### src/rtl/slot_seq_pkg.sv
package slot_seq_pkg;

    typedef enum logic [1:0] {
        TMR_IDLE = 2'd0,
        TMR_RUN  = 2'd1,
        TMR_DONE = 2'd2
    } tmr_state_e;

    typedef struct packed {
        logic level;
        logic rise;
    } wire_obs_t;

    function automatic int cnt_width(input int limit);
        return (limit < 2) ? 1 : $clog2(limit);
    endfunction

endpackage

### src/rtl/slot_seq_pgood.sv
module slot_seq_pgood
    import slot_seq_pkg::*;
#(
    parameter int NUM_RAILS = 3,
    parameter int PG_DELAY  = 25000
) (
    input  logic                 clk,
    input  logic                 rst,
    input  logic [NUM_RAILS-1:0] rail_ok,
    output logic                 all_ok,
    output logic                 pull
);
    localparam int CW = cnt_width(PG_DELAY);

    logic [CW-1:0] cnt_q;
    logic          pull_q;

    assign all_ok = &rail_ok;

    always_ff @(posedge clk) begin
        if (rst) begin
            cnt_q  <= '0;
            pull_q <= 1'b1;
        end else if (!all_ok) begin
            cnt_q  <= '0;
            pull_q <= 1'b1;
        end else if (pull_q) begin
            if (cnt_q == CW'(PG_DELAY - 1)) begin
                pull_q <= 1'b0;
            end else begin
                cnt_q <= cnt_q + 1'b1;
            end
        end
    end

    assign pull = pull_q;

endmodule

### src/rtl/slot_seq_sync.sv
module slot_seq_sync
    import slot_seq_pkg::*;
#(
    parameter int STAGES = 2
) (
    input  logic      clk,
    input  logic      rst,
    input  logic      async_in,
    output wire_obs_t obs
);
    logic [STAGES-1:0] chain_q;
    logic              prev_q;

    always_ff @(posedge clk) begin
        if (rst) begin
            chain_q <= '0;
            prev_q  <= 1'b0;
        end else begin
            chain_q <= {chain_q[STAGES-2:0], async_in};
            prev_q  <= chain_q[STAGES-1];
        end
    end

    always_comb begin
        obs.level = chain_q[STAGES-1];
        obs.rise  = chain_q[STAGES-1] & ~prev_q;
    end

endmodule

### src/rtl/slot_seq_timer.sv
module slot_seq_timer
    import slot_seq_pkg::*;
#(
    parameter int RELEASE_CYCLES = 5000000
) (
    input  logic clk,
    input  logic rst,
    input  logic clear,
    input  logic start,
    output logic done
);
    localparam int CW = cnt_width(RELEASE_CYCLES);

    tmr_state_e    state_q;
    logic [CW-1:0] cnt_q;

    always_ff @(posedge clk) begin
        if (rst || clear) begin
            state_q <= TMR_IDLE;
            cnt_q   <= '0;
        end else begin
            case (state_q)
                TMR_IDLE: begin
                    if (start) begin
                        state_q <= TMR_RUN;
                        cnt_q   <= '0;
                    end
                end
                TMR_RUN: begin
                    if (cnt_q == CW'(RELEASE_CYCLES - 1)) begin
                        state_q <= TMR_DONE;
                    end else begin
                        cnt_q <= cnt_q + 1'b1;
                    end
                end
                default: state_q <= TMR_DONE;
            endcase
        end
    end

    assign done = (state_q == TMR_DONE);

endmodule

### src/rtl/slot_reset_seq.sv
module slot_reset_seq
    import slot_seq_pkg::*;
#(
    parameter int NUM_RAILS      = 3,
    parameter int PG_DELAY       = 25000,
    parameter int RELEASE_CYCLES = 5000000,
    parameter int SYNC_STAGES    = 2
) (
    input  logic                 clk,
    input  logic                 rst,
    input  logic [NUM_RAILS-1:0] rail_ok,
    input  logic                 host_rst_n,
    input  logic                 clken_sense,
    output logic                 slot_rst_n,
    output logic                 clken_pull
);
    logic      all_ok;
    logic      pull;
    wire_obs_t obs;
    logic      tmr_done;
    logic      slot_q;

    slot_seq_pgood #(
        .NUM_RAILS (NUM_RAILS),
        .PG_DELAY  (PG_DELAY)
    ) pgood_i (
        .clk     (clk),
        .rst     (rst),
        .rail_ok (rail_ok),
        .all_ok  (all_ok),
        .pull    (pull)
    );

    slot_seq_sync #(
        .STAGES (SYNC_STAGES)
    ) sync_i (
        .clk      (clk),
        .rst      (rst),
        .async_in (clken_sense),
        .obs      (obs)
    );

    slot_seq_timer #(
        .RELEASE_CYCLES (RELEASE_CYCLES)
    ) timer_i (
        .clk   (clk),
        .rst   (rst),
        .clear (~all_ok | ~obs.level),
        .start (obs.rise),
        .done  (tmr_done)
    );

    always_ff @(posedge clk) begin
        if (rst) begin
            slot_q <= 1'b0;
        end else begin
            slot_q <= host_rst_n & all_ok & tmr_done;
        end
    end

    assign slot_rst_n = slot_q;
    assign clken_pull = pull;

endmodule

### config.mk
export PLATFORM = sky130hd
export DESIGN_NAME = slot_reset_seq
export DESIGN_NICKNAME = d
export VERILOG_FILES = /design/src/rtl/slot_seq_pkg.sv /design/src/rtl/slot_seq_pgood.sv /design/src/rtl/slot_seq_sync.sv /design/src/rtl/slot_seq_timer.sv /design/src/rtl/slot_reset_seq.sv
export SDC_FILE = /design/constraint.sdc
export NUM_CORES = 1
export LEC_CHECK = 0
export ABC_AREA = 1
export BUFFER_PORTS_ARGS = -buffer_cell sky130_fd_sc_hd__buf_2
export CORE_MARGIN = 3
export CORE_UTILIZATION = 48
export DETAILED_ROUTE_END_ITERATION = 8
export PLACE_DENSITY = 0.71
export SETUP_SLACK_MARGIN = 0.2
export SYNTH_ARGS = -nofsm -noshare
export SYNTH_HDL_FRONTEND = slang
export SYNTH_SLANG_ARGS = --single-unit
### constraint.sdc
create_clock -name clk -period 3.7 [get_ports clk]
set_input_delay 0.185 -clock clk [delete_from_list [all_inputs] [get_ports clk]]
set_output_delay 0.185 -clock clk [all_outputs]
set_load 0.005 [all_outputs]
---- Yosys cells after proc, flatten, opt, wreduce, memory -nomap -nowiden ----
Index checks and enable logic that the tools add are counted.
cells by class
  add/subtract/negate cells ............... 2
  multipliers ............................. 0
  div/mod/pow operators ................... 0
  order comparisons ....................... 0
  eq/ne operators ......................... 7
  shifts and indexed selects .............. 0
  mux-type cells .......................... 8
  bitwise gates (word level) .............. 8
  reductions and logical operators ........ 8
operator list
  operator                 number
  $mux W23                 2
  $pmux W23 S2             1
  $add A23 B1 Y23 const B  1
  $eq A23 B23 Y1 const B   1
  $add A15 B1 Y15 const B  1
  $eq A15 B15 Y1 const B   1
  $reduce_and A3 Y1        2
  $mux W2                  2
  $ne A2 B1 Y1 const B     2
  $not A1 Y1               4
  $pmux W2 S2              1
  $reduce_and A2 Y1        2
  $and A1 B1 Y1            3
  $eq A2 B1 Y1 const B     1
  $eq A2 B2 Y1 const B     1
  $logic_not A2 Y1         1
  $mux W1                  2
  $ne A2 B2 Y1 const B     1
  $reduce_bool A2 Y1       1
  $reduce_or A2 Y1         1
  $logic_or A1 B1 Y1       1
  $or A1 B1 Y1             1
storage, ports and cells
  flip-flop bits (word level) ............. 45
  latch bits .............................. 0
  RAM bits ................................ 0
  ROM bits ................................ 0
  input port bits ......................... 7
  word-level logic and storage cells ...... 40
  memories ................................ 0

---- Depth between registers and ports, before layout ----
Gate-level depths: netlist of the first run.
  word-level depth ........................ 4
  depth in mapped cells ................... 10
  mapped depth without buffers ............ 10

---- Cells and area by module ----
A second synthesis of the first run with hierarchy kept.
unflattened totals
  cell total of the unflattened synthesis .. 474
  area, all modules ....................... 2,925.3 µm²
modules (own cells, without submodules)
  module          times used  cells an instance  area each (µm²)
  slot_seq_timer  1           280                1,711.6
  slot_seq_pgood  1           177                1,081.0
  slot_seq_sync   1           11                 93.8
  slot_reset_seq  1           6                  38.8

---- Least setup slack after synthesis of the first run ----
OpenSTA, ideal clock, no wires.
  path type ............................... reg2reg
  start ................................... register timer_i.cnt_q[0]
  end ..................................... register timer_i.cnt_q[20]
  setup time .............................. 0.112 ns
  arrival time ............................ 1.349 ns
  path slack .............................. 2.239 ns
  cell stages (with the launch flop) ...... 11
  buffers on the path ..................... 0
  clock period less this slack ............ 1.461 ns
  path through ............................ dfxtp_1 -> ha_1 -> nand3_2 -> inv_1 -> nand2_2 -> nor2_2 -> nand2_1 -> o21ai_1 -> nand2_1 -> nand2_1 -> nand2_1
between the ends
  word-level cells in the longest chain between the ends .. 3
  elaborated cells on any way between the ends .. 6
ends and longest elaborated chain
  item                                                      line                                        source
  from (decl)                                               slot_seq_timer.sv:15                        logic [CW-1:0] cnt_q;
  from (signal assigned)                                    slot_seq_timer.sv:33                        cnt_q <= cnt_q + 1'b1;
  $add A23 B1 Y23 / $eq A23 B23 Y1 (equally long branches)  slot_seq_timer.sv:33, slot_seq_timer.sv:30
  $mux W23 / $ne A2 B2 Y1 (equally long branches)           n/a
  $pmux W23 S2 / $reduce_and A3 Y1 (equally long branches)  n/a
Parallel ways exist; a longest one is shown, timed or not. The select of a mux whose other input is x is not followed.
A chain may end at the register's enable or synchronous reset.

---- Final worst setup path of the first run ----
  start ................................... register timer_i.cnt_q[0]
  end ..................................... register timer_i.cnt_q[17]
Same word-level chain as after synthesis.

==> results of run 1 <==
cell usage in the layout (no fill, tap or decap), types with 7 or more instances in the layout:
cell     synthesis  routed
nor3_1           7       7
a21oi_1         31      31
dfxtp_1         45      45
nand2_1        116     116
nand4_1         17      17
inv_2           10      10
o21ai_0          7       7
nor2_1          41      41
nand2_2          7       7
buf_2            2       8
nor2_2          10      10
nand3_1         45      45
inv_1           35      35
registers in the layout (all words and copies together), names as in the netlist:
register and flops:
pgood_i.cnt_q 15, pgood_i.pull 1, slot_rst_n 1, sync_i.chain_q 2, sync_i.prev_q 1, timer_i.cnt_q 23, timer_i.state_q 2
area by class of cell:
type / count / share of cell area (%)
Sequential cell: 45 / 31.4
Clock buffer: 5 / 2.40
Timing Repair Buffer: 8 / 1.40
Multi-Input combinational cell: 317 / 54.9
Inverter: 45 / 5.89
Clock inverter: 3 / 0.917
Tap cell: 70 / 3.06
per-stage QoR:
stage          area (um^2)  util [%]  cells  power (mW)  hold slack (ns)
4_1_cts               2870      54.4    493       0.849           0.0575
3_5_place_dp          2770      52.6    485       0.512            0.396
5_1_grt               2870      54.4    493       0.872           0.0666
6_report              2870      54.4    493       0.831           0.0725
2_1_floorplan         2700         -    415       0.506            0.256
3_3_place_gp          2770      52.6    485       0.512            0.393
worst max-delay path, stage by stage, from the launching register on:
cell	delay, ns
dfxtp_1	0.46
ha_1	0.24
nand3_2	0.13
nor2_2	0.14
nand3_2	0.10
nand2_4	0.23
nand2_4	0.15
nor2_4	0.18
nand2_1	0.07
nand2_1	0.06
synth_stat cells:
cell / number
nor4_1: 1
nor3_1: 7
o21ai_0: 7
or2_2: 2
buf_2: 2
nor3_2: 3
nand3b_1: 2
nand2_2: 7
ha_1: 2
xnor2_1: 4
buf_8: 1
o21bai_1: 3
inv_2: 10
inv_1: 35
o21ai_1: 2
nand4_1: 17
dfxtp_1: 45
nand2_1: 116
nor2_2: 10
nor2_1: 41
nand3_1: 45
nand3_2: 2
o211ai_1: 1
xor2_1: 6
nor2_4: 5
nand2_4: 2
buf_6: 1
buf_4: 2
a21oi_1: 31
and2_1: 1
clkbuf_1: 2
layer usage:
layer	track usage, %	vias to the layer above
met2	32.6	47
met3	3.88	7
met1	26.5	1166
met4	7.77	0
li1	-	1358
met5	0	-
cell families after synthesis:
logic type / Yosys count / synth area share (%)
AOI/OAI and AO/OA: 44 / 8.52
xor gates and xnor gates: 10 / 3.24
adders and majority gates: 2 / 0.926
buffers and inverters: 53 / 8.43
DFF: 45 / 33.3
and+or+nand+nor: 261 / 45.6
final timing paths:
path                            startpoint                        endpoint  slack [ns]  cells after the start
min reg2reg   sync_i.chain_q[0]$_SDFF_PP0_    sync_i.chain_q[1]$_SDFF_PP0_        0.41                      2
max          timer_i.cnt_q[0]$_SDFFE_PP0P_  timer_i.cnt_q[17]$_SDFFE_PP0P_        1.88                      9
max reg2reg  timer_i.cnt_q[0]$_SDFFE_PP0P_  timer_i.cnt_q[17]$_SDFFE_PP0P_        1.88                      9
min                            clken_sense    sync_i.chain_q[0]$_SDFF_PP0_        0.07                      3
power breakdown:
group          leakage, nW  internal [mW]  total, mW  switching [mW]
clock               0.0495          0.140      0.330           0.189
sequential           0.363          0.486      0.486        0.000607
combinational        0.492        0.00439     0.0149          0.0105
total                0.904          0.630      0.831           0.200
==> flow_summary.yaml, run 1 <==
clock_tree:
  root_buffer: "clkbuf_8"
  clk_pin_slew_ns: 0.10
  cts_made_buffers: 5
  h-tree-depth: 2
  cts_resized: 0
  clock-sinks: 45
  cts_tree: "done"
  postCtsSetupBuffers: 0
  clk-insertion-delay-late_ns: 0.31
  cts_hold_buf: 0
  cts_max_path_buffers: 2
routing:
  first_iter_violations: 117
  routedWlPerCell_um: 11.8
  wl_met1_um: 2810
  wl_met2_um: 2720
  drc: 0
  route.met3.wl_um: 215
  ant_nets: 0
  top_layer_used: "met4"
  viasPerCell: 5.23
  num_vias: 2578
  firstDrtPassIters: 4
  routed_wl_um: 5830
status:
  status: "finished clean"
min_path:
  hold_class: "in2reg"
logic_synthesis:
  synth_area_leaders: "dfxtp_1, nand2_1, nand3_1"
  netlist_instances: 415
  synth_top_area_share_pct: 33.3
  yosys_warnings: 0
  ys_seq_area_share_pct: 33.3
  yosysUniqueCellTypes: 31
  netlist_area_um2: 2700
  synth-seq-cells: 45
  synth_top_area_cell: "dfxtp_1"
  synth_nets: 424
  syn_area_per_cell_um2: 6.51
die:
  ios: 9
  die_area_um2: 6570
  core_area_um2: 5270
  fp-row-count: 26
  start_util_pct: 51.3
  die_h_um: 81.0
  die-width_um: 81.0
setup_path:
  path_class: "reg2reg"
  crit_arrival_ns: 2.07
  worstPathMaxFanout: 21
  start_kind: "register"
  cp-end-kind: "register"
  worst_ep_required_time_ns: 3.95
timing:
  skew_ns: 0.00808
  fin_crit_sh_pct: 49.1
  rsz0062_at_grt: "false"
  tns_ns: 0
  finalMaxSlewViolations: 0
  setup_viol: 0
  fmax_mhz: 551
  finalHoldViolations: 0
  relSlewSlack_pct: 49.7
  period_needed_ns: 1.82
  worst_slew_pin_slew_ns: 0.752
  timing.final.ws_setup_ns: 1.88
placement:
  io_buffers: 8
  gp_congestion: 0.901
  pre_cts_slack_ns: 1.89
  dp_hpwl_um: 4320
power:
  p_per_area_nw_per_um2: 290
  irDropWorstVdd_uv: 165
  p_leak_nw: 0.904
cells_and_area:
  seqCellArea_um2: 901
  diodes: 0
  nNetsFinal: 431
  multi_input_area_um2: 1570
  n_fill_cell: 538
  drive_above_1_share_pct: 13.5
  syn_to_final_growth_pct: 6.06
global_route:
  grt_overflow: 0
  grt_first_pass_wirelength_um: 10400
  grt_max_degree: 22
  grt_pass1_vias: 2348
  grt_use_total_pct: 20.2
  antenna_found_initial: 0
flow_run:
  cap_violations: 0
No activity file was read; power rests on OpenSTA's default activity.
==> run 2: changes to the inputs <==
==> constraint.sdc (replaced) <==
create_clock -name clk -period 1.7 [get_ports clk]
set_input_delay 0.085 -clock clk [delete_from_list [all_inputs] [get_ports clk]]
set_output_delay 0.085 -clock clk [all_outputs]
set_load 0.005 [all_outputs]
==> flow_summary.yaml, run 2 (synthesized netlist as in run 1, its figures left out) <==
cells_and_area:
  n_fill_cell: 494
  multi_input_area_um2: 1700
  diodes: 0
  mostFrequentLayoutCell: "nand2_1"
  seqCellArea_um2: 945
  top_regs: "timer_i.cnt_q x23, pgood_i.cnt_q x15"
  syn_to_final_growth_pct: 16.9
  stdcell_count: 509
  nNetsFinal: 447
  largest_register_ffs: 23
  drive_above_1_share_pct: 22.8
  final_cell_mix: "nand2_1, nand3_1, nor2_1"
  finalInstanceArea_um2: 3160
  top_register: "timer_i.cnt_q"
placement:
  gp_congestion: 0.896
  dpl_cell_area_um2: 2820
  dp_cells: 492
  dp_hpwl_um: 4650
  pre_cts_slack_ns: 0.0745
  io_buffers: 8
timing:
  fin_crit_sh_pct: 85.6
  tns_ns: 0
  setup_viol: 0
  skew_ns: 0.00443
  relSlewSlack_pct: 72.5
  finalMaxSlewViolations: 0
  rsz0062_at_grt: "true"
  timing.final.ws_setup_ns: 0.245
  finalHoldViolations: 0
  fmax_mhz: 687
  period_needed_ns: 1.46
  worst_slew_pin_slew_ns: 0.411
clock_tree:
  cts_made_buffers: 5
  clk-insertion-delay-late_ns: 0.30
  cts_max_path_buffers: 2
  cts_tree: "done"
  h-tree-depth: 2
  root_buffer: "clkbuf_8"
  clk_pin_slew_ns: 0.09
  clock-sinks: 45
setup_path:
  crit_arrival_ns: 1.66
  worst_ep_required_time_ns: 1.90
  ff2ff_setup_slack_ns: 0.24
  path_class: "reg2reg"
  worstPathMaxFanout: 4
  start_kind: "register"
  cp-end-kind: "register"
die:
  die_h_um: 81.0
  start_util_pct: 51.3
  die_area_um2: 6570
  ios: 9
  fp-row-count: 26
  die-width_um: 81.0
  core_area_um2: 5270
min_path:
  hold_class: "in2reg"
routing:
  routedWlPerCell_um: 12.9
  drc: 0
  viasPerCell: 5.34
  firstDrtPassIters: 7
  first_iter_violations: 174
  routed_wl_um: 6540
  num_vias: 2719
  ant_nets: 0
status:
  status: "finished clean"
global_route:
  grt_max_degree: 22
  grt_use_total_pct: 21.2
  grt_pass1_vias: 2437
  antenna_found_initial: 0
  grt_first_pass_wirelength_um: 11100
  grt_overflow: 0
power:
  irDropWorstVdd_uv: 425
  p_leak_nw: 1.02
  p_per_area_nw_per_um2: 556
  power_mw: 1.76
flow_run:
  cap_violations: 0
==> run 2: path summary, 6_finish.rpt <==
| kind | from | end | cells past startpoint |
|---|---|---|---|
| setup / recovery | timer_i.cnt_q[5]$_SDFFE_PP0P_ | timer_i.cnt_q[17]$_SDFFE_PP0P_ | 9 |
| setup reg to reg | timer_i.cnt_q[5]$_SDFFE_PP0P_ | timer_i.cnt_q[17]$_SDFFE_PP0P_ | 9 |
| hold / removal | rst | pgood_i.pull$_SDFF_PP1_ | 3 |
| hold reg to reg | sync_i.chain_q[0]$_SDFF_PP0_ | sync_i.chain_q[1]$_SDFF_PP0_ | 2 |
==> run 2: layout make-up <==
class | count | share of cell area, %
Clock buffer | 5 | 2.18
Inverter | 45 | 5.34
Tap cell | 70 | 2.77
Multi-Input combinational cell | 318 | 53.8
Sequential cell | 45 | 29.9
Clock inverter | 3 | 0.554
Timing Repair Buffer | 23 | 5.50
==> run 2: power breakdown <==
part	total, mW	internal, mW	switching, mW
Sequential	1.04	1.04	0.00127
Clock	0.669	0.284	0.385
Combinational	0.0426	0.0177	0.0249
Total	1.76	1.35	0.411
==> run 2: worst max-delay path, stage by stage (launching register included) <==
cell and delay [ns]:
dfxtp_2 0.38, nand2_1 0.15, nor2_4 0.16, nand2_2 0.09
nor2_4 0.18, nand2_2 0.08, o21ai_1 0.12, nand2_1 0.07
nand2_1 0.07, nand2_1 0.06
==> run 2: through the flow <==
step / util, % / hold WS [ns]
4_1_cts: 57.5 / 0.0450
3_5_place_dp: 53.6 / 0.302
3_3_place_gp: 53.6 / 0.296
5_1_grt: 60.0 / 0.0652
6_report: 60.0 / 0.0519
2_1_floorplan: - / 0.156
==> run 2: layer usage <==
metal,share of wire [%],global-route usage [%]
met2,47,34.7
met5,0,0
met1,46,28.4
met4,1.5,6.76
met3,5.1,3.66
==> run 2: timing repair <==
action | in CTS | in global routing
cloned | 1 | 0
hold buffers | 4 | 0
hold endpoints to repair | 4 | 0
resized for setup | 16 | 39
buffers inserted | 1 | 3
endpoints found under the setup margin | 16 | 28
pin swaps | 3 | 7
==> run 3: changes to the inputs <==
--- a/config.mk
+++ b/config.mk
@@ -10,7 +10,7 @@
 export CORE_MARGIN = 3
 export CORE_UTILIZATION = 48
 export DETAILED_ROUTE_END_ITERATION = 8
-export PLACE_DENSITY = 0.71
+export PLACE_DENSITY = 0.74
 export SETUP_SLACK_MARGIN = 0.2
 export SYNTH_ARGS = -nofsm -noshare
 export SYNTH_HDL_FRONTEND = slang
==> constraint.sdc (replaced) <==
create_clock -name clk -period 1.3 [get_ports clk]
set_input_delay 0.065 -clock clk [delete_from_list [all_inputs] [get_ports clk]]
set_output_delay 0.065 -clock clk [all_outputs]
set_load 0.005 [all_outputs]
==> flow_summary.yaml, run 3 (synthesized netlist as in run 1, its figures left out) <==
status:
  status: "finished, violations left"
  violations: "negative setup slack"
timing:
  period_needed_ns: 1.63
  worst_slew_pin_slew_ns: 0.330
  finalHoldViolations: 0
  rsz0062_at_grt: "true"
  setup_viol: 40
  fmax_mhz: 614
  finalMaxSlewViolations: 0
  relSlewSlack_pct: 77.8
  skew_ns: 0.0175
  tns_ns: -7.40
  timing.hold.ws_ns: 0.183
  fin_crit_sh_pct: 125
  timing.final.ws_setup_ns: -0.329
clock_tree:
  cts_made_buffers: 5
  clk-insertion-delay-late_ns: 0.31
  h-tree-depth: 2
  cts_tree: "done"
  clock-sinks: 45
  clk_pin_slew_ns: 0.10
  cts_max_path_buffers: 2
  root_buffer: "clkbuf_8"
routing:
  routed_wl_um: 10600
  num_vias: 3490
  firstDrtPassIters: 8
  drc: 0
  ant_nets: 0
  viasPerCell: 6.13
  routedWlPerCell_um: 18.6
  first_iter_violations: 543
power:
  p_leak_nw: 1.54
  power_mw: 2.61
  p_per_area_nw_per_um2: 638
  irDropWorstVdd_uv: 642
die:
  die_h_um: 81.0
  core_area_um2: 5270
  ios: 9
  die_area_um2: 6570
  start_util_pct: 51.3
  die-width_um: 81.0
  fp-row-count: 26
global_route:
  grt_overflow: 0
  grt_first_pass_wirelength_um: 14400
  grt_use_total_pct: 27.9
  grt_max_degree: 17
  grt_pass1_vias: 3110
  antenna_found_initial: 0
setup_path:
  path_class: "reg2reg"
  crit_arrival_ns: 1.87
  worst_ep_required_time_ns: 1.54
  cp-end-kind: "register"
  start_kind: "register"
  worstPathMaxFanout: 7
flow_run:
  cap_violations: 0
cells_and_area:
  nNetsFinal: 507
  stdcell_count: 569
  final_util_pct: 77.5
  top_register: "timer_i.cnt_q"
  diodes: 0
  drive_above_1_share_pct: 46.9
  finalInstanceArea_um2: 4090
  final_cell_mix: "nand2_1, buf_4, nor2_1"
  syn_to_final_growth_pct: 51.2
  top_regs: "timer_i.cnt_q x23, pgood_i.cnt_q x15"
  largest_register_ffs: 23
  n_fill_cell: 316
  mostFrequentLayoutCell: "nand2_1"
min_path:
  hold_class: "in2reg"
placement:
  dpl_cell_area_um2: 3300
  dp_cells: 538
  dp_hpwl_um: 5090
  gp_congestion: 0.935
  io_buffers: 8
  pre_cts_slack_ns: -0.120
==> run 3: cell count changes in the layout (fill, tap and decap cells not counted), moves of 6 or more <==
cell	before	now
nand2_2	9	22
nand3_1	45	31
nand3_2	0	14
o21ai_0	7	1
nand2_1	113	92
a21oi_1	31	14
inv_1	34	28
nand2_4	2	9
buf_4	9	62
a21oi_2	0	16
==> run 3: power breakdown <==
group	switching (mW)	leakage (nW)	internal, mW
logic	0.0498	1.10	0.0316
registers	0.00268	0.377	1.36
clock network	0.572	0.0591	0.588
==> run 3: path summary, 6_finish.rpt <==
check                                                    from                             to  slack (ns)  cells after the start
worst min register to register   sync_i.chain_q[0]$_SDFF_PP0_   sync_i.chain_q[1]$_SDFF_PP0_        0.42                      2
worst min-delay path                                      rst        pgood_i.pull$_SDFF_PP1_        0.18                      4
worst max-delay path            timer_i.cnt_q[5]$_SDFFE_PP0P_  timer_i.cnt_q[1]$_SDFFE_PP0P_       -0.33                     10
worst max register to register  timer_i.cnt_q[5]$_SDFFE_PP0P_  timer_i.cnt_q[1]$_SDFFE_PP0P_       -0.33                     10
==> run 3: layer usage <==
layer  vias to the layer above  part of all wire [%]  track usage (%)
li1                       1525                     -                -
met1                      1590                    38             35.1
met2                       297                    47             48.5
met3                        78                    10             4.43
met4                         0                   5.4             9.12
met5                         -                     0                0
==> run 3: worst max-delay path, stage by stage (launching register included) <==
cell     delay (ns)
dfxtp_2        0.37
nand2_2        0.11
inv_2          0.06
nand2_1        0.11
nor2_4         0.14
nand3_2        0.10
nand2_4        0.16
nand2_8        0.10
nor2_4         0.20
nand2_1        0.10
nand2_1        0.09
==> run 3: timing repair <==
| action | 4_1_cts | 5_1_grt |
|---|---|---|
| endpoints found under the setup margin | 40 | 41 |
| hold buffers | 3 | 0 |
| endpoints found under the hold margin | 4 | 0 |
| resized for setup | 67 | 62 |
| setup buffers | 10 | 7 |
| pin swaps | 19 | 26 |
| cloned | 3 | 0 |
==> run 3: cell type report <==
class | count | area, um^2 | area share [%]
repair inverters | 1 | 8.76 | 0.214
clock inverters | 3 | 47.5 | 1.16
multi-input cells | 317 | 2010 | 49.2
clock buffers | 5 | 68.8 | 1.68
inverters | 45 | 191 | 4.69
well taps | 70 | 87.6 | 2.14
repair buffers | 83 | 719 | 17.6
flip-flops and latches | 45 | 952 | 23.3
